`src/rtl/bcd_cnt_pkg.sv`:
```
package bcd_cnt_pkg;

  // width of one decimal digit field
  localparam int DIGIT_W    = 4;
  // number of cascaded decimal stages
  localparam int NUM_DIGITS = 2;
  // last legal value of a stage
  localparam int DIGIT_LAST = 9;

  typedef logic [DIGIT_W-1:0] digit_t;

  // strobes sent from control to datapath each cycle
  typedef struct packed {
    logic                  clr;   // synchronous clear of every stage
    logic [NUM_DIGITS-1:0] step;  // stage is enabled this edge
    logic [NUM_DIGITS-1:0] load;  // stage loads zeros instead of incrementing
  } digitStrobe_t;

endpackage

```
`src/rtl/bcd_cnt_ctrl.sv`:
```
module bcd_cnt_ctrl
  import bcd_cnt_pkg::*;
(
  input  logic                  clk,
  input  logic                  clear,
  input  logic                  countEn,
  input  logic [NUM_DIGITS-1:0] lastFlag,
  output digitStrobe_t          strobe,
  output logic                  termCount
);

  // carryChain[i] is high when stage i is allowed to move this edge
  logic [NUM_DIGITS:0] carryChain;

  assign carryChain[0] = countEn;

  for (genvar gi = 0; gi < NUM_DIGITS; gi++) begin : g_chain
    assign carryChain[gi+1] = carryChain[gi] & lastFlag[gi];
    assign strobe.step[gi]  = carryChain[gi];
    assign strobe.load[gi]  = carryChain[gi] & lastFlag[gi];
  end

  assign strobe.clr = clear;
  assign termCount  = carryChain[NUM_DIGITS];


  term_needs_enable_chk: assert property (@(posedge clk) disable iff (clear)
    termCount |-> countEn);

endmodule

```
`src/rtl/bcd_cnt_datapath.sv`:
```
module bcd_cnt_datapath
  import bcd_cnt_pkg::*;
(
  input  logic                               clk,
  input  digitStrobe_t                       strobe,
  output logic [NUM_DIGITS-1:0][DIGIT_W-1:0] digitQ,
  output logic [NUM_DIGITS-1:0]              lastFlag
);

  for (genvar gi = 0; gi < NUM_DIGITS; gi++) begin : g_stage
    // two-bit detect of the last value: MSB and LSB together only occur at nine
    assign lastFlag[gi] = digitQ[gi][DIGIT_W-1] & digitQ[gi][0];

    always_ff @(posedge clk) begin
      if (strobe.clr)
        digitQ[gi] <= '0;
      else if (strobe.load[gi])
        digitQ[gi] <= '0;
      else if (strobe.step[gi])
        digitQ[gi] <= digitQ[gi] + 1'b1;
    end


    digit_range_chk: assert property (@(posedge clk) disable iff (strobe.clr)
      digitQ[gi] <= digit_t'(DIGIT_LAST));


    digit_step_chk: assert property (@(posedge clk) disable iff (strobe.clr)
      (strobe.step[gi] && !lastFlag[gi]) |=> digitQ[gi] == digit_t'($past(digitQ[gi]) + 1'b1));


    digit_wrap_chk: assert property (@(posedge clk) disable iff (strobe.clr)
      (strobe.step[gi] && lastFlag[gi]) |=> digitQ[gi] == '0);


    digit_hold_chk: assert property (@(posedge clk) disable iff (strobe.clr)
      !strobe.step[gi] |=> $stable(digitQ[gi]));
  end

endmodule

```
`src/rtl/bcd_pair_counter.sv`:
```
module bcd_pair_counter
  import bcd_cnt_pkg::*;
(
  input  logic               clk,
  input  logic               clear,
  input  logic               countEn,
  output logic [DIGIT_W-1:0] onesDigit,
  output logic [DIGIT_W-1:0] tensDigit,
  output logic               termCount
);

  digitStrobe_t                       strobe;
  logic [NUM_DIGITS-1:0][DIGIT_W-1:0] digitQ;
  logic [NUM_DIGITS-1:0]              lastFlag;

  bcd_cnt_ctrl u_ctrl (
    .clk       (clk),
    .clear     (clear),
    .countEn   (countEn),
    .lastFlag  (lastFlag),
    .strobe    (strobe),
    .termCount (termCount)
  );

  bcd_cnt_datapath u_path (
    .clk      (clk),
    .strobe   (strobe),
    .digitQ   (digitQ),
    .lastFlag (lastFlag)
  );

  assign onesDigit = digitQ[0];
  assign tensDigit = digitQ[1];


  clear_zero_chk: assert property (@(posedge clk)
    clear |=> (onesDigit == '0 && tensDigit == '0));


  enable_hold_chk: assert property (@(posedge clk) disable iff (clear)
    !countEn |=> ($stable(onesDigit) && $stable(tensDigit)));


  rollover_chk: assert property (@(posedge clk) disable iff (clear)
    termCount |=> (onesDigit == '0 && tensDigit == '0));

endmodule

```
`config.mk`:
```
export PLATFORM = sky130hd
export DESIGN_NAME = bcd_pair_counter
export DESIGN_NICKNAME = d
export VERILOG_FILES = /design/src/rtl/bcd_cnt_pkg.sv /design/src/rtl/bcd_cnt_ctrl.sv /design/src/rtl/bcd_cnt_datapath.sv /design/src/rtl/bcd_pair_counter.sv
export SDC_FILE = /design/constraint.sdc
export NUM_CORES = 1
export LEC_CHECK = 0
export ABC_AREA = 1
export BUFFER_PORTS_ARGS = -buffer_cell sky130_fd_sc_hd__clkbuf_2
export CAP_MARGIN = 20
export CORE_AREA = 2 2 39 41
export DETAILED_ROUTE_END_ITERATION = 8
export DIE_AREA = 0 0 41 43
export HOLD_SLACK_MARGIN = 0.06
export PLACE_DENSITY = 0.57
export SKIP_CTS_REPAIR_TIMING = 1
export SYNTH_ARGS = -nofsm -noshare
export SYNTH_HDL_FRONTEND = slang
export SYNTH_SLANG_ARGS = --single-unit
export TNS_END_PERCENT = 5
```
`constraint.sdc`:
```
create_clock -name clk -period 1 [get_ports clk]
set_clock_uncertainty 0.2 [all_clocks]
set_input_delay 0.15 -clock clk [delete_from_list [all_inputs] [get_ports clk]]
set_output_delay 0.15 -clock clk [all_outputs]
set_load 0.01 [all_outputs]
```
# --- After elaboration in Yosys (flattened, before gate mapping) ---
# Index checks and enable logic that the tools add are counted.
word_totals:
  reg_bits: 8
  in_bits: 3
  out_inout_bits: 9
  word_cells: 10
classes:
  add_sub_neg: 2
  bitwise_logic: 4
  reduce_logical: 2
op_table:
  columns: ["operator", "n"]
  rows:
  - ["adder 4 x 1 -> 4 bit, second input constant", 2]
  - ["bitwise AND 1 bit", 4]
  - ["OR reduction 2 bit", 2]

# --- Logic depth before layout (Yosys ltp) ---
# Gate-level depths: netlist (run 1).
depth:
  word_depth: 4
  mapped_depth: 7
  mapped_depth_nobuf: 7

# --- Hierarchy ---
# Synthesis (run 1) repeated with hierarchy kept, for this count alone.
unflattened:
  hier_cells: 57
  area_unflattened_um2: 396.6
by_module_without_submodules:
  columns: ["mod", "instances", "cells_each", "area_per_inst_um2", "seq_area_each_um2"]
  rows:
  - ["bcd_cnt_datapath", 1, 49, 349.1, 160.2]
  - ["bcd_cnt_ctrl", 1, 8, 47.5, 0.0]

# --- Worst setup path before layout (run 1) ---
# Ideal clock, no wire load.
synth_timing:
  path_type: "reg2reg"
  start: "register u_path.digitQ[0] (netlist name)"
  end: "register u_path.digitQ[2] (netlist name)"
  setup_time_ns: 0.070
  t_arrival_ns: 0.943
  required_time_ns: 0.730
  slack_ns: -0.212
  stages_incl_launch_ff: 5
  n_path_buf: 0
  period_less_slack_ns: 1.212
  cell_sequence: "dfxtp_1 ha_1 nand2_1 or2_0 a21oi_1"
synth_via:
  elab_chain_len: 3
  elab_cells_between_ends: 4
  classes_between: "add/sub (1); bitwise (2); reduce/logical (1)"
synth_lines:
  columns: ["element", "line", "rtl"]
  rows:
  - ["from (decl)", "bcd_cnt_datapath.sv:6", "output logic [NUM_DIGITS-1:0][DIGIT_W-1:0] digitQ,"]
  - ["from (signal, indexed assignment)", "bcd_cnt_datapath.sv:20", "digitQ[gi] <= digitQ[gi] + 1'b1;"]
  - ["branches (longest 3 deep; another with adder 4 x 1 -> 4 bit)", null, null]
# Parallel ways; which one is timed is not known.
# A chain may end at the register's enable or synchronous reset.

# --- Worst setup path after layout (run 1) ---
layout_timing:
  start: "register u_path.digitQ[0] (netlist name)"
  end: "output termCount"
layout_via:
  elab_chain_len: 3
layout_lines:
  columns: ["element", "line", "rtl"]
  rows:
  - ["bitwise AND 1 bit", "bcd_cnt_datapath.sv:12", "assign lastFlag[gi] = digitQ[gi][DIGIT_W-1] & digitQ[gi][0];"]
  - ["bitwise AND 1 bit (2 in a row)", "bcd_cnt_ctrl.sv:18", "assign carryChain[gi+1] = carryChain[gi] & lastFlag[gi];"]
  - ["to (decl)", "bcd_pair_counter.sv:9", "output logic termCount"]
# No other way between the ends.

==> impl_metrics.env, run 1 <==
export IMPL_slew_headroom_pct=86.5
export IMPL_rsz0062_at_grt="true"
export IMPL_port_buffers=11
export IMPL_whs_ps=46.2
export IMPL_drive_above_1_share_pct=54.5
export IMPL_finalCriticalPeriod_ps=1300
export IMPL_p_leak_nw=0.291
export IMPL_vias=399
export IMPL_start_kind="flop"
export IMPL_worst_slew_pin_slew_ps=202
export IMPL_final_cell_mix="nand2_1, buf_4, clkbuf_2"
export IMPL_finalCritPeriodShare_pct=130
export IMPL_setup_violations=17
export IMPL_ioPinCount=12
export IMPL_yosysWarningCount=0
export IMPL_cts_sinks=8
export IMPL_synth_mux_area_share_pct=2.60
export IMPL_cp_max_fo=5
export IMPL_ant_nets=0
export IMPL_grt_total_usage_pct=10.6
export IMPL_synth_yosys_seq_area_share_pct=41.6
export IMPL_first_pass_iters=4
export IMPL_synth_fa_ha_area_share_pct=6.49
export IMPL_dp_hpwl_um=631
export IMPL_grt_max_degree=6
export IMPL_setup_ws_ps=-303
export IMPL_dp_cells=86
export IMPL_cts_root_buf="clkbuf_4"
export IMPL_cts_tree="built"
export IMPL_gp_congestion=0.631
export IMPL_fin_nets=83
export IMPL_max_freq_mhz=768
export IMPL_start_util_pct=27.8
export IMPL_synth_simple_area_share_pct=31.5
export IMPL_drc=0
export IMPL_synth_top_family_by_area="simple AND/OR/NAND/NOR gates"
export IMPL_grt_first_pass_wirelength_um=1250
export IMPL_maxCapViolations=0
export IMPL_violations="setup timing"
export IMPL_cp_end_kind="primary output"
export IMPL_coreArea_mm2=0.00138
export IMPL_synth_cell_type_count=16
export IMPL_diodes=0
export IMPL_peakVddDrop_v=0.000603
export IMPL_wire_per_inst_um=8.73
export IMPL_highest_signal_layer="met4"
export IMPL_die_area_mm2=0.00176
export IMPL_largest_reg_flops=8
export IMPL_synth_nets=55
export IMPL_drt_total_wl_um=812
export IMPL_grt_pass1_vias=320
export IMPL_wl_met3_um=47
export IMPL_syn_to_final_growth_pct=62.7
export IMPL_htreeDepth=1
export IMPL_cts_buffers=3
export IMPL_netlist_area_um2=385
export IMPL_required_ps=650
export IMPL_top_regs="u_path.digitQ: 8 flops"
export IMPL_clk_pin_slew_ps=60
export IMPL_grt_overflow=0
export IMPL_finalMaxSlewViolations=0
export IMPL_top_register="u_path.digitQ"
export IMPL_die_w_um=41
export IMPL_synth_compound_area_share_pct=8.77
export IMPL_instances_no_fill=93
export IMPL_placementRows=14
export IMPL_synthCells=50
export IMPL_p_per_area_mw_per_mm2=1050
export IMPL_clock_latency_ps=260
export IMPL_antenna_found_initial=0
export IMPL_crit_type="reg2out"
export IMPL_synth_seq_cells=8
export IMPL_cp_data_arrival_time_ps=950
export IMPL_hp_class="in2reg"
export IMPL_status="finished with violations"
export IMPL_dieHeight_um=43
export IMPL_drt_initial_drc_count=4
export IMPL_vias_per_cell=4.29
export IMPL_clock_path_buffers=2
export IMPL_syn_area_per_cell_um2=7.71
export IMPL_dr_wl_met2_um=358
export IMPL_finalPower_uw=660
export IMPL_hold_violations=0
export IMPL_synth_xor_area_share_pct=2.27
export IMPL_met1Wirelength_um=387
[logic make-up (layout without fill, tap and decap cells)]
kind of cell	after synthesis	in the layout
AO/OA/AOI/OAI	6	6
XOR/XNOR	1	1
adder cells (fa/ha/maj)	2	2
buffers and inverters	7	34
flip-flops	8	8
multiplexers	1	1
AND/OR/NAND/NOR	25	25
[Yosys cell counts (all sizes together)]
library cell,n,area (µm²)
or2,1,6.26
o21ai,2,13.8
inv,7,26.3
nor2,6,30.0
mux2i,1,10.0
nand2,14,55.1
ha,2,25.0
nand3,4,30.0
dfxtp,8,160
a21oi,4,20.0
xor2,1,8.76
[final timing paths]
| path | cells after the start | to | start | slack [ps] |
|---|---|---|---|---|
| setup / recovery | 3 | termCount | u_path.digitQ[0]$_SDFFE_PP0P_ | -300 |
| hold / removal | 3 | u_path.digitQ[0]$_SDFFE_PP0P_ | countEn | 50 |
| setup reg to reg | 4 | u_path.digitQ[2]$_SDFFE_PP0P_ | u_path.digitQ[0]$_SDFFE_PP0P_ | -190 |
| hold reg to reg | 2 | u_path.digitQ[3]$_SDFFE_PP0P_ | u_path.digitQ[2]$_SDFFE_PP0P_ | 300 |
[per-layer routing]
metal / GRT usage (%) / vias up
li1: - / 213
met1: 13.3 / 170
met2: 15.3 / 14
met3: 3.14 / 2
met4: 6.00 / 0
met5: 0 / -
[where the power goes]
group          leakage, nW  internal, mW  switching [mW]  total (mW)
Sequential          0.0690         0.321         0.00863       0.330
Combinational        0.208        0.0282          0.0303      0.0585
Clock               0.0150         0.153           0.119       0.272
[stage by stage]
step	setup slack [ps]	TNS (ps)	instance area (µm²)	utilization, %
final	-303	-2560	627	45.3
after global routing	-361	-3310	627	45.3
after CTS	-401	-2340	562	40.6
after detailed placement	-139	-715	536	38.7
after global placement	-125	-583	536	38.7
after floorplan	-109	-468	393	-
[critical path, cell delays in order (launching register included)]
cell and delay (ps):
dfxtp_4 380, nand3_4 90, nor2_2 90, buf_2 130
[area by class of cell]
| cell class | count | area, µm² |
|---|---|---|
| tap | 16 | 20.0 |
| sequential | 8 | 176 |
| multi-input combinational | 35 | 218 |
| fill | 132 | 757 |
| inverter | 7 | 26.3 |
| timing repair buffer | 23 | 160 |
| clock buffer | 4 | 26.3 |
Note: power is estimated with default switching activity, not from simulation.
==> inputs of run 2 (changes only) <==
Settings changed: GPL_ROUTABILITY_DRIVEN set to 0, PLACE_DENSITY 0.57 to 0.55.
Clock period 1 ns to 1.55 ns, I/O delays scaled along.
==> run 2 against run 1 <==
Effect of this change:
- the run now ends clean
- sequential cell count unchanged
- sequential power decreased by 34%
- design area decreased by 21%
- via count decreased by 12%
- die area unchanged
- power decreased by 38%
- critical path depth unchanged
- count of clock-buffer cells in the layout decreased by 1
- combinational power decreased by 49%
- routed wire length decreased by 15%
- register-to-register slack improved by 570 ps
==> impl_metrics.env, run 2 (same netlist as run 1, synthesis figures left out) <==
export IMPL_finalCriticalPeriod_ps=1460
export IMPL_ioPinCount=12
export IMPL_hp_class="in2reg"
export IMPL_max_freq_mhz=684
export IMPL_clk_pin_slew_ps=60
export IMPL_final_cell_mix="nand2_1, clkbuf_2, dfxtp_1"
export IMPL_final_setup_tns_ps=0
export IMPL_cts_sinks=8
export IMPL_cp_max_fo=5
export IMPL_whs_path_depth=3
export IMPL_vias=353
export IMPL_largest_reg_flops=8
export IMPL_cts_root_buf="clkbuf_4"
export IMPL_antenna_found_initial=0
export IMPL_dp_hpwl_um=541
export IMPL_wire_per_inst_um=8.48
export IMPL_die_w_um=41
export IMPL_grt_first_pass_wirelength_um=1150
export IMPL_grt_overflow=0
export IMPL_drt_total_wl_um=687
export IMPL_worst_slew_pin_slew_ps=186
export IMPL_setup_violations=0
export IMPL_p_per_area_mw_per_mm2=828
export IMPL_reg2reg_depth=4
export IMPL_finalCritPeriodShare_pct=94.4
export IMPL_maxCapViolations=0
export IMPL_drt_initial_drc_count=4
export IMPL_ant_nets=0
export IMPL_slew_headroom_pct=87.6
export IMPL_whs_ps=119
export IMPL_p_leak_nw=0.227
export IMPL_coreArea_mm2=0.00138
export IMPL_dieHeight_um=43
export IMPL_syn_to_final_growth_pct=28.2
export IMPL_drc=0
export IMPL_grt_pass1_vias=303
export IMPL_placementRows=14
export IMPL_die_area_mm2=0.00176
export IMPL_clock_path_buffers=2
export IMPL_cp_data_arrival_time_ps=1030
export IMPL_crit_type="reg2out"
export IMPL_fin_nets=72
export IMPL_instances_no_fill=81
export IMPL_rsz0062_at_grt="false"
export IMPL_top_register="u_path.digitQ"
export IMPL_final_common_cell="nand2_1"
export IMPL_start_util_pct=27.8
export IMPL_vias_per_cell=4.36
export IMPL_clock_latency_ps=250
export IMPL_hold_violations=0
export IMPL_required_ps=1120
export IMPL_first_pass_iters=4
export IMPL_cts_tree="built"
export IMPL_finalMaxSlewViolations=0
export IMPL_status="finished, final reports clean"
export IMPL_cp_end_kind="primary output"
export IMPL_grt_total_usage_pct=10.4
export IMPL_peakVddDrop_v=0.000309
export IMPL_start_kind="flop"
export IMPL_port_buffers=11
export IMPL_dp_cells=77
export IMPL_diodes=0
export IMPL_htreeDepth=1
export IMPL_cts_buffers=3
export IMPL_drive_above_1_share_pct=32.3
export IMPL_top_regs="u_path.digitQ: 8 flops"
export IMPL_grt_max_degree=6
run 2: changes by cell type in the layout (fill, tap and decap cells not counted), sizes merged:
cell / delta
buf: -15
clkbuf: +3
run 2: final timing paths:
path	startpoint	to	slack (ps)
worst max register to register	u_path.digitQ[1]$_SDFFE_PP0P_	u_path.digitQ[2]$_SDFFE_PP0P_	380
worst min-delay path	countEn	u_path.digitQ[1]$_SDFFE_PP0P_	120
worst max-delay path	u_path.digitQ[4]$_SDFFE_PP0P_	termCount	90
worst min register to register	u_path.digitQ[2]$_SDFFE_PP0P_	u_path.digitQ[2]$_SDFFE_PP0P_	290
run 2: per-stage QoR:
stage          utilization, %  worst slack, ps  cell area, µm²  power [mW]
2_1_floorplan               -              336             385       0.237
3_3_place_gp             33.3              333             460       0.250
3_5_place_dp             33.3              306             460       0.249
4_1_cts                  34.9             23.7             483       0.416
5_1_grt                  35.7             8.15             494       0.435
6_report                 35.7             87.4             494       0.409
run 2: power by group:
| group | switching [mW] | total (mW) | internal [mW] |
|---|---|---|---|
| Sequential | 0.00555 | 0.217 | 0.211 |
| Clock | 0.0737 | 0.163 | 0.0888 |
| Combinational | 0.0169 | 0.0301 | 0.0132 |
| Total | 0.0961 | 0.409 | 0.313 |
run 2: worst max-delay path, stage by stage (launching register included):
cell and delay (ps):
dfxtp_1 410, nand2_1 110, nor2_1 120, clkbuf_2 140
run 2: area by class of cell:
type,instances,area [µm²]
fill,153,890
clock buffer,3,22.5
multi-input combinational,35,199
inverter,7,26.3
tap,16,20.0
sequential,8,161
timing repair buffer,12,65.1
run 2: layer usage:
layer | GRT usage [%] | vias up | wire length [µm]
met1 | 11.7 | 148 | 337
met5 | 0 | - | 0
li1 | - | 189 | -
met3 | 6.81 | 4 | 51
met4 | 8.00 | 0 | 18
met2 | 13.1 | 12 | 280
